## config.mk

```make
export PLATFORM = sky130hd
export DESIGN_NAME = cs_decoder
export DESIGN_NICKNAME = d
export VERILOG_FILES = /design/src/rtl/cs_pkg.sv /design/src/rtl/cs_bank_regs.sv /design/src/rtl/cs_addr_match.sv /design/src/rtl/cs_cycle_seq.sv /design/src/rtl/cs_decoder.sv
export SDC_FILE = /design/constraint.sdc
export NUM_CORES = 1
export LEC_CHECK = 0
export ABC_AREA = 1
export BUFFER_PORTS_ARGS = -buffer_cell sky130_fd_sc_hd__buf_2
export CAP_MARGIN = 20
export CELL_PAD_IN_SITES_DETAIL_PLACEMENT = 2
export CELL_PAD_IN_SITES_GLOBAL_PLACEMENT = 2
export CORE_ASPECT_RATIO = 0.8
export CORE_MARGIN = 10
export CORE_UTILIZATION = 35
export CTS_BUF_LIST = sky130_fd_sc_hd__clkbuf_16
export DETAILED_ROUTE_END_ITERATION = 16
export GPL_TIMING_DRIVEN = 1
export PLACE_DENSITY_LB_ADDON = 0.05
export SETUP_SLACK_MARGIN = 0.1
export SYNTH_ARGS = -nofsm -noshare
export SYNTH_HDL_FRONTEND = slang
export SYNTH_SLANG_ARGS = --single-unit
```

## constraint.sdc

```tcl
create_clock -name clk -period 4.8 [get_ports clk]
set_input_delay 0.48 -clock clk [delete_from_list [all_inputs] [get_ports clk]]
set_output_delay 0.48 -clock clk [all_outputs]
set_load 0.01 [all_outputs]
```

## src/rtl/cs_pkg.sv

```systemverilog
package cs_pkg;

    parameter int NUM_BANKS    = 8;
    parameter int ADDR_W       = 28;
    parameter int BASE_LSB     = 18;   // smallest bank is 2^BASE_LSB bytes
    parameter int SZ_W         = 3;
    parameter int PH_W         = 3;
    parameter int LARGEST_LOG2 = 26;   // span selected by the top size code

    localparam int BANK_W = $clog2(NUM_BANKS);
    localparam int BASE_W = ADDR_W - BASE_LSB;

    typedef struct packed {
        logic [PH_W-1:0] setup;
        logic [PH_W-1:0] access;
        logic [PH_W-1:0] hold;
        logic [PH_W-1:0] recov;
    } phase_t;

    typedef struct packed {
        logic            en;
        logic [SZ_W-1:0] size;
        logic [BASE_W-1:0] base;
        phase_t          rd;
        phase_t          wr;
    } bank_cfg_t;

    localparam int CFG_W = $bits(bank_cfg_t);

    typedef enum logic [1:0] {
        PH_IDLE,
        PH_SETUP,
        PH_ACCESS,
        PH_HOLD
    } cyc_state_t;

    // Mask of the base bits that take part in the compare for a size code.
    function automatic logic [BASE_W-1:0] span_mask(input logic [SZ_W-1:0] code);
        int unsigned ign;
        logic [BASE_W-1:0] m;
        if (code == {SZ_W{1'b1}})
            ign = LARGEST_LOG2 - BASE_LSB;
        else
            ign = int'(code);
        m = '1;
        m = m << ign;
        return m;
    endfunction

    // Access phase length minus one, with the length floored at one clock.
    function automatic logic [PH_W-1:0] access_m1(input logic [PH_W-1:0] a);
        return (a == '0) ? '0 : a - 1'b1;
    endfunction

    function automatic bank_cfg_t boot_cfg();
        bank_cfg_t c;
        c.en     = 1'b1;
        c.size   = SZ_W'(5);
        c.base   = '0;
        c.rd     = '{setup: PH_W'(1), access: PH_W'(4), hold: PH_W'(1), recov: PH_W'(1)};
        c.wr     = c.rd;
        return c;
    endfunction

endpackage

```

## src/rtl/cs_bank_regs.sv

```systemverilog
module cs_bank_regs
    import cs_pkg::*;
(
    input  logic                              clk,
    input  logic                              rst,
    input  logic                              cfg_we,
    input  logic [BANK_W-1:0]                 cfg_bank,
    input  logic [CFG_W-1:0]                  cfg_wdata,
    output bank_cfg_t [NUM_BANKS-1:0]         cfg_o
);

    always_ff @(posedge clk) begin
        if (rst) begin
            for (int i = 0; i < NUM_BANKS; i++)
                cfg_o[i] <= (i == 0) ? boot_cfg() : '0;
        end else if (cfg_we) begin
            cfg_o[cfg_bank] <= bank_cfg_t'(cfg_wdata);
        end
    end

endmodule

```

## src/rtl/cs_addr_match.sv

```systemverilog
module cs_addr_match
    import cs_pkg::*;
(
    input  bank_cfg_t [NUM_BANKS-1:0] cfg_i,
    input  logic [ADDR_W-1:0]         addr,
    output logic                      hit,
    output logic [BANK_W-1:0]         hit_idx
);

    logic [NUM_BANKS-1:0] bank_hit;

    for (genvar g = 0; g < NUM_BANKS; g++) begin : g_cmp
        assign bank_hit[g] = cfg_i[g].en &&
            (((addr[ADDR_W-1:BASE_LSB] ^ cfg_i[g].base) & span_mask(cfg_i[g].size)) == '0);
    end

    // Scan downward so the lowest-numbered matching bank is the one kept.
    always_comb begin
        hit     = 1'b0;
        hit_idx = '0;
        for (int i = NUM_BANKS - 1; i >= 0; i--) begin
            if (bank_hit[i]) begin
                hit     = 1'b1;
                hit_idx = BANK_W'(i);
            end
        end
    end

endmodule

```

## src/rtl/cs_cycle_seq.sv

```systemverilog
module cs_cycle_seq
    import cs_pkg::*;
(
    input  logic                      clk,
    input  logic                      rst,
    input  logic                      bus_req,
    input  logic                      bus_wr,
    input  logic                      hit,
    input  logic [BANK_W-1:0]         hit_idx,
    input  bank_cfg_t [NUM_BANKS-1:0] cfg_i,
    output logic [NUM_BANKS-1:0]      cs_n,
    output logic                      rd_n,
    output logic                      wr_n,
    output logic                      ack
);

    cyc_state_t        st;
    logic [BANK_W-1:0] cur;
    phase_t            ph;
    logic              cur_wr;
    logic [PH_W-1:0]   cnt;
    logic              armed;
    logic [PH_W-1:0]   rec_cnt [NUM_BANKS];

    phase_t sel_ph;
    logic   start;
    logic   last;
    logic   finish;

    assign sel_ph = bus_wr ? cfg_i[hit_idx].wr : cfg_i[hit_idx].rd;
    assign start  = (st == PH_IDLE) && bus_req && armed && hit && (rec_cnt[hit_idx] == '0);
    assign last   = (cnt == '0);
    assign finish = ((st == PH_ACCESS) && last && (ph.hold == '0)) ||
                    ((st == PH_HOLD) && last);

    always_ff @(posedge clk) begin
        if (rst) begin
            st     <= PH_IDLE;
            cur    <= '0;
            ph     <= '0;
            cur_wr <= 1'b0;
            cnt    <= '0;
            armed  <= 1'b1;
        end else begin
            if (start)
                armed <= 1'b0;
            else if (!bus_req)
                armed <= 1'b1;

            unique case (st)
                PH_IDLE: begin
                    if (start) begin
                        cur    <= hit_idx;
                        ph     <= sel_ph;
                        cur_wr <= bus_wr;
                        if (sel_ph.setup != '0) begin
                            st  <= PH_SETUP;
                            cnt <= sel_ph.setup - 1'b1;
                        end else begin
                            st  <= PH_ACCESS;
                            cnt <= access_m1(sel_ph.access);
                        end
                    end
                end
                PH_SETUP: begin
                    if (last) begin
                        st  <= PH_ACCESS;
                        cnt <= access_m1(ph.access);
                    end else begin
                        cnt <= cnt - 1'b1;
                    end
                end
                PH_ACCESS: begin
                    if (last) begin
                        if (ph.hold != '0) begin
                            st  <= PH_HOLD;
                            cnt <= ph.hold - 1'b1;
                        end else begin
                            st <= PH_IDLE;
                        end
                    end else begin
                        cnt <= cnt - 1'b1;
                    end
                end
                PH_HOLD: begin
                    if (last)
                        st <= PH_IDLE;
                    else
                        cnt <= cnt - 1'b1;
                end
                default: st <= PH_IDLE;
            endcase
        end
    end

    // Per-bank recovery counters: loaded when a cycle to that bank ends.
    always_ff @(posedge clk) begin
        if (rst) begin
            for (int i = 0; i < NUM_BANKS; i++)
                rec_cnt[i] <= '0;
        end else begin
            for (int i = 0; i < NUM_BANKS; i++) begin
                if (finish && (cur == BANK_W'(i)))
                    rec_cnt[i] <= ph.recov;
                else if (rec_cnt[i] != '0)
                    rec_cnt[i] <= rec_cnt[i] - 1'b1;
            end
        end
    end

    always_comb begin
        cs_n = '1;
        if (st != PH_IDLE)
            cs_n[cur] = 1'b0;
    end

    assign rd_n = !((st == PH_ACCESS) && !cur_wr);
    assign wr_n = !((st == PH_ACCESS) && cur_wr);
    assign ack  = (st == PH_ACCESS) && last;

endmodule

```

## src/rtl/cs_decoder.sv

```systemverilog
module cs_decoder
    import cs_pkg::*;
(
    input  logic                 clk,
    input  logic                 rst,
    input  logic                 cfg_we,
    input  logic [BANK_W-1:0]    cfg_bank,
    input  logic [CFG_W-1:0]     cfg_wdata,
    input  logic                 bus_req,
    input  logic                 bus_wr,
    input  logic [ADDR_W-1:0]    bus_addr,
    output logic [NUM_BANKS-1:0] cs_n,
    output logic                 rd_n,
    output logic                 wr_n,
    output logic                 bus_ack
);

    bank_cfg_t [NUM_BANKS-1:0] cfg;
    logic                      hit;
    logic [BANK_W-1:0]         hit_idx;

    cs_bank_regs u_regs (
        .clk       (clk),
        .rst       (rst),
        .cfg_we    (cfg_we),
        .cfg_bank  (cfg_bank),
        .cfg_wdata (cfg_wdata),
        .cfg_o     (cfg)
    );

    cs_addr_match u_match (
        .cfg_i   (cfg),
        .addr    (bus_addr),
        .hit     (hit),
        .hit_idx (hit_idx)
    );

    cs_cycle_seq u_seq (
        .clk     (clk),
        .rst     (rst),
        .bus_req (bus_req),
        .bus_wr  (bus_wr),
        .hit     (hit),
        .hit_idx (hit_idx),
        .cfg_i   (cfg),
        .cs_n    (cs_n),
        .rd_n    (rd_n),
        .wr_n    (wr_n),
        .ack     (bus_ack)
    );

endmodule

```

* Word level (Yosys, flattened, before mapping) *
Memories as Yosys holds them, arrays and structs flattened.
Index checks and enable logic that the tools add are counted.

cells by class
  add/sub/neg operators = 13
  multiply operators = 0
  div/mod/pow operators = 0
  $lt $le $gt $ge = 5
  equal/unequal tests = 25
  shift-type cells = 8
  mux-type cells = 125
  bitwise logic cells = 33
  reduce and logical (&&, ||, !) cells = 60

operators with widths
  operator                 count
  $bwmux W304              1
  $bmux W38 S3             1
  $demux W38 S3            1
  $mux W3                  32
  $and A10 B10 Y10         8
  $logic_not A10 Y1        8
  $shl A10 B4 Y10 const A  8
  $xor A10 B10 Y10         8
  $mux W1                  69
  $sub A3 B1 Y3 const B    13
  $mux W38                 1
  $eq A3 B3 Y1 const B     12
  $mux W4                  8
  $reduce_bool A3 Y1       10
  $logic_and A1 B1 Y1      27
  $mux W24                 1
  $logic_not A3 Y1         6
  $or A1 B1 Y1             16
  $lt A3 B4 Y1 const B     3
  $mux W12                 1
  $mux W2                  6
  $pmux W3 S4              1
  $ne A2 B1 Y1 const B     5
  $mux W8                  1
  17 further kinds         22

word-level totals
  register bits after elaboration = 323
  bits in latches = 0
  memory bits (writable) = 24
  ROM bits = 0
  logic and storage cells = 366
  memories = 1

memory list
  name           words  width  rd ports  clocked after memory_dff  write ports  RTL line            RTL
  u_seq.rec_cnt  8      3      9         0                         8            cs_cycle_seq.sv:23  logic [PH_W-1:0] rec_cnt [NUM_BANKS];

* Longest topological paths before layout *
  depth after elaboration = 22
  mapped depth = 33

* Cells and area by module *
From an unflattened synthesis, not the netlist that was laid out.

second synthesis, totals
  cell total of the unflattened synthesis = 2752
  area total of the unflattened synthesis = 18182.4 um^2

modules (own cells, without submodules)
  module         instances  cells each  area an instance (um^2)
  cs_bank_regs   1          1697        11807.6
  cs_cycle_seq   1          744         4692.0
  cs_addr_match  1          311         1682.9

* Worst setup path before layout *
No wires, ideal clock.

  path type = input -> register
  start point = input port bus_addr[26]
  end point = register u_seq.cnt[2]
  library setup time = 0.070 ns
  data arrival time = 3.421 ns
  data required time = 4.730 ns
  path slack = 1.310 ns
  stages = 31
  cells stage by stage = buf_2 -> inv_2 -> nand2_1 -> nand2_1 -> nand3_1 -> nor2_1 -> nand2_1 -> clkinv_1 -> nand2_1 -> nand2_1 -> nand2_1 -> nand2_1 -> nand2_1 -> nand2_1 -> nand2_2 -> nand2_2 -> buf_6 -> buf_6 -> buf_2 -> nor2_1 -> o32ai_1 -> o21ai_1 -> o21ai_1 -> inv_1 -> ha_1 -> ha_1 -> inv_1 -> nand2_1 -> o221ai_1 -> nor2_1 -> a21oi_1

on the way
  word-level cells in the longest chain between the ends = 20

ends and longest elaborated chain
  what                                               RTL line             RTL
  start, declared                                    cs_decoder.sv:11     input logic [ADDR_W-1:0] bus_addr,
  $xor A10 B10 Y10                                   cs_addr_match.sv:14  (((addr[ADDR_W-1:BASE_LSB] ^ cfg_i[g].base) & span_mask(cfg_i[g].size)) == '0);
  $and A10 B10 Y10                                   cs_addr_match.sv:14
  $logic_not A10 Y1                                  cs_addr_match.sv:14
  $logic_and A1 B1 Y1                                cs_addr_match.sv:13  assign bank_hit[g] = cfg_i[g].en &&
  $mux W3 (8 in series)                              cs_addr_match.sv:22  if (bank_hit[i]) begin
  $bmux W38 S3                                       cs_cycle_seq.sv:30   assign sel_ph = bus_wr ? cfg_i[hit_idx].wr : cfg_i[hit_idx].rd;
  $mux W24 (not written as such)                     cs_cycle_seq.sv:30
  $mux W12                                           cs_cycle_seq.sv:30
  $sub A3 B1 Y3 or $logic_not A3 Y1 (tied branches)  cs_pkg.sv:52         return (a == '0) ? '0 : a - 1'b1;
  $mux W3                                            cs_pkg.sv:52
  $mux W3                                            cs_cycle_seq.sv:56   if (sel_ph.setup != '0) begin
  $mux W3                                            cs_cycle_seq.sv:52   if (start) begin
  $pmux W3 S4                                        cs_cycle_seq.sv:50   unique case (st)
  end signal, assigned                               cs_cycle_seq.sv:58   cnt <= sel_ph.setup - 1'b1;
  end signal, assigned                               cs_cycle_seq.sv:61   cnt <= access_m1(sel_ph.access);
  end signal, assigned                               cs_cycle_seq.sv:68   cnt <= access_m1(ph.access);
  end, declared                                      cs_cycle_seq.sv:21   logic [PH_W-1:0] cnt;

Parallel ways exist; a longest one is shown, timed or not. The select of a mux whose other input is x is not followed.
A chain may end at the register's enable or synchronous reset.

* Worst setup path after layout *
  start point = register u_regs.cfg_o[188] in the netlist's numbering
  end point = register u_seq.cnt[2]

on the way
  word-level cells in the longest chain between the ends = 19

ends and longest elaborated chain
  what                                               RTL line             RTL
  start, declared                                    cs_bank_regs.sv:9    output bank_cfg_t [NUM_BANKS-1:0] cfg_o
  start signal, assigned by index                    cs_bank_regs.sv:15   cfg_o[i] <= (i == 0) ? boot_cfg() : '0;
  start signal, assigned by index                    cs_bank_regs.sv:17   cfg_o[cfg_bank] <= bank_cfg_t'(cfg_wdata);
  $eq A3 B3 Y1                                       cs_pkg.sv:41         if (code == {SZ_W{1'b1}})
  $mux W4 *                                          cs_pkg.sv:41
  $shl A10 B4 Y10 *                                  cs_pkg.sv:46         m = m << ign;
  $and A10 B10 Y10 *                                 cs_addr_match.sv:14
  $logic_not A10 Y1 *                                cs_addr_match.sv:14
  $logic_and A1 B1 Y1 *                              cs_addr_match.sv:13
  $mux W3 (5 in series)                              cs_addr_match.sv:22
  $bmux W38 S3                                       cs_cycle_seq.sv:30
  $mux W24 (not written as such)                     cs_cycle_seq.sv:30
  $mux W12                                           cs_cycle_seq.sv:30
  $sub A3 B1 Y3 or $logic_not A3 Y1 (tied branches)  cs_pkg.sv:52
  $mux W3                                            cs_pkg.sv:52
  $mux W3                                            cs_cycle_seq.sv:56
  $mux W3                                            cs_cycle_seq.sv:52
  $pmux W3 S4                                        cs_cycle_seq.sv:50

Mark *: on every way between the ends. The rest lies on a longest branch, timed or not. The select of a mux whose other input is x is not followed.

==> out/metrics.yaml <==
start_util_pct: 35.4
seq_area_frac_synth_pct: 43.3
post_cts_buffers: 0
ctsResizeCount: 0
p_seq_share_pct: 43.8
cp_num_buf_inv: 4
drt-initial-drc-count: 1008
drv_cap: 0
worst_pin_slew_ns: 1.06
vias_per_cell: 5.42
crit_family: "simple AND/OR/NAND/NOR gates"
clkPwrFrac_pct: 45.4
dpl.hpwl_um: 41600
worst-path-stages: 23
synth_top_flop_cell: "dfxtp_1"
path_cells: "inv_1 -> nor3_1 -> a21oi_1 -> nor2_1 -> nand4_1 -> nand2_1 -> nand2_1 -> nand2_1 -> nand2_2 -> nand2_4 -> buf_4 -> o21ai_0 -> o22ai_1 -> nor2_1 -> o21ai_1 -> inv_1 -> ha_1 -> ha_1 -> inv_1 -> nand2_1 -> o221ai_1 -> nor2_1 -> a21oi_1"
h-tree-depth: 2
layout_common_cells: "nor2_1 (500), o21ai_0 (367), dfxtp_1 (323)"
num_rows: 71
synth_nets: 2445
fin_area_mm2: 0.0187
async_flop_share_pct: 0
synth_edf_count: 24
cts_hold_buffers: 0
synthCells: 2347
status: "complete, no violations"
hold_path_class: "input port to register"
fmax_mhz: 240
die-area_mm2: 0.0566
grt.total_usage_pct: 22.5
critPathMaxStageDelay_ns: 0.42
p_leak_nw: 7.90
drv_slew: 0
required_ns: 5.30
grt_pass1_wl_um: 102000
setup_tns_ns: 0
synth_top_area_share_pct: 39.0
synth_area_mm2: 0.0166
clock_skew_ns: 0.0210
remaining_drc_errors: 0
synth_area_leaders: "dfxtp_1 (39%), nor2_1 (11%), o21ai_0 (11%), nand2_1 (6.0%), edfxtp_1 (4.3%)"
dr.pass1.iters: 5
clock_sinks: 347
antenna_found_initial: 2
worstSetupPathType: "register to register"
cp-start-kind: "register"
portBuffers: 66
final_common_cell: "nor2_1"
wl_per_cell_um: 22.0
cp_data_arrival_time_ns: 4.66
slowest_stage: "nor3_1"
avgSynthCellArea_um2: 7.07
whs_ns: 0.239
core-area_mm2: 0.0469
pwr-share-comb_pct: 10.8
synth_warnings: 0
powerDensity_mw_per_mm2: 381
clk_pin_slew_ns: 0.06
finalSetupViolCount: 0
cts_made_buffers: 42
antenna_left: 0
rsz0062_at_grt: "false"
worstReg2RegEnd: "u_seq.cnt[2]$_SDFFE_PP0P_"
clk_latency_ns: 0.57
r2r_start: "u_regs.cfg_o[188]$_SDFFE_PP0P_"
cts_tree: "built"
r2r_cells: 23
critPathLaunch: "u_regs.cfg_o[188]$_SDFFE_PP0P_"
switching_share_pct: 26.6
grt_overflow: 0
internal_power_mw: 5.24
yosysTopAreaCell: "dfxtp_1"
path_common_cell: "nand2_1"
fin_crit_ns: 4.16
hold_viol: 0
final_util_pct: 40.0
vias: 16100
area_growth_pct: 12.9
grt_pass1_vias: 17100
clk_path_buf_depth: 3
nets: 2424
crit_end: "u_seq.cnt[2]$_SDFFE_PP0P_"
period_share_pct: 86.7
fp.dieW_um: 263
placedInstanceArea_mm2: 0.0173
total_power_mw: 7.15
synth_seq_cells: 347
drive_above_1_share_pct: 8.87
switching_power_mw: 1.90
vdd_ir_drop_max_v: 0.000221
reg2reg_slack_ns: 0.64
maxSlewHeadroom_pct: 29.1
finalWirelength_um: 65400
die_y_um: 215
grt_max_degree: 164
cts_root_buf: "clkbuf_16"
end_kind: "register"
place_congestion: 0.816
ys_types: 47
ios: 85
cp_max_fo: 19
-- synth_stat cells, types with 15 or more instances --
cell / number
nor2_1: 508
o21ai_0: 367
dfxtp_1: 323
nand2_1: 264
inv_1: 166
a21oi_1: 135
nand3_1: 106
clkbuf_1: 101
o21ai_1: 49
buf_2: 32
xnor2_1: 30
edfxtp_1: 24
ha_1: 24
nand3b_1: 22
xor2_1: 21
o22ai_1: 19
o221ai_1: 15
-- layout make-up --
| class | count | area, um2 |
|---|---|---|
| well taps | 620 | 776 |
| fillers | 5535 | 28200 |
| diodes | 2 | 5.00 |
| clock inverters | 28 | 221 |
| inverters | 179 | 679 |
| clock buffers | 46 | 1150 |
| repair buffers | 106 | 681 |
| flip-flops and latches | 347 | 7190 |
| multi-input cells | 1650 | 8040 |
-- per-layer routing --
metal  share of wire [%]  vias up  GRT usage [%]  wire (um)
met5                   0        -              0          0
met4                 1.3        0           4.80        864
met3                 3.5       57           2.86       2300
met2                  44      219           34.7      28800
met1                  51     8217           32.9      33400
li1                    -     7640              -          -
-- worst min path at each step --
stage | end | depth (start not counted) | slack, ns | start
floorplan | u_regs.cfg_o[37]$_SDFFE_PP1P_ | 2 | 0.42 | u_regs.cfg_o[37]$_SDFFE_PP1P_
global placement | u_regs.cfg_o[79]$_SDFFE_PP0P_ | 2 | 0.43 | u_regs.cfg_o[79]$_SDFFE_PP0P_
finish | u_seq.armed$_SDFFE_PP1P_ | 4 | 0.24 | bus_req
detailed placement | u_regs.cfg_o[37]$_SDFFE_PP1P_ | 2 | 0.44 | u_regs.cfg_o[37]$_SDFFE_PP1P_
CTS | u_seq.armed$_SDFFE_PP1P_ | 4 | 0.21 | bus_req
global route | u_seq.cur[1]$_SDFFE_PP0P_ | 2 | 0.23 | rst
-- state kept, by name (all words and copies together) (netlist names) --
signal / count
u_seq.rec_cnt: 24
u_regs.cfg_o: 304
u_seq.cur: 3
u_seq.cnt: 3
u_seq.cur_wr: 1
u_seq.ph: 9
u_seq.st: 2
u_seq.armed: 1
-- cell families (layout without fill, tap and decap cells) --
logic type	after synthesis	count (layout)	synth area share, %
flops	347	347	43.3
other cells	0	2	0
compound gates	615	615	19.6
simple gates	956	956	23.8
mux	4	4	0.241
fa+ha+maj	24	24	1.81
buf+inv	350	359	8.55
xor+xnor	51	51	2.69
-- power groups by stage --
stage | sequential, mW | clock (mW) | combinational, mW
2_1_floorplan | 3.17 | 0 | 0.506
3_3_place_gp | 3.19 | 0 | 0.718
3_5_place_dp | 3.20 | 0 | 0.764
4_1_cts | 3.13 | 3.33 | 0.773
5_1_grt | 3.15 | 3.45 | 0.879
6_report | 3.13 | 3.24 | 0.771
-- tightest hold or removal path, delay by kind of cell --
| family | cells | cell delay (ns) |
|---|---|---|
| AND/OR/NAND/NOR | 1 | 0.06 |
| AO/OA/AOI/OAI | 1 | 0.07 |
| buffers and inverters | 2 | 0.17 |
-- stage by stage --
step           setup slack, ns  instances
6_report                 0.640       2978
5_1_grt                  0.243       2977
4_1_cts                  0.680       2974
3_5_place_dp             0.269       2900
3_3_place_gp             0.388       2900
2_1_floorplan             1.31       2347
Note: power is estimated with default switching activity, not from simulation.
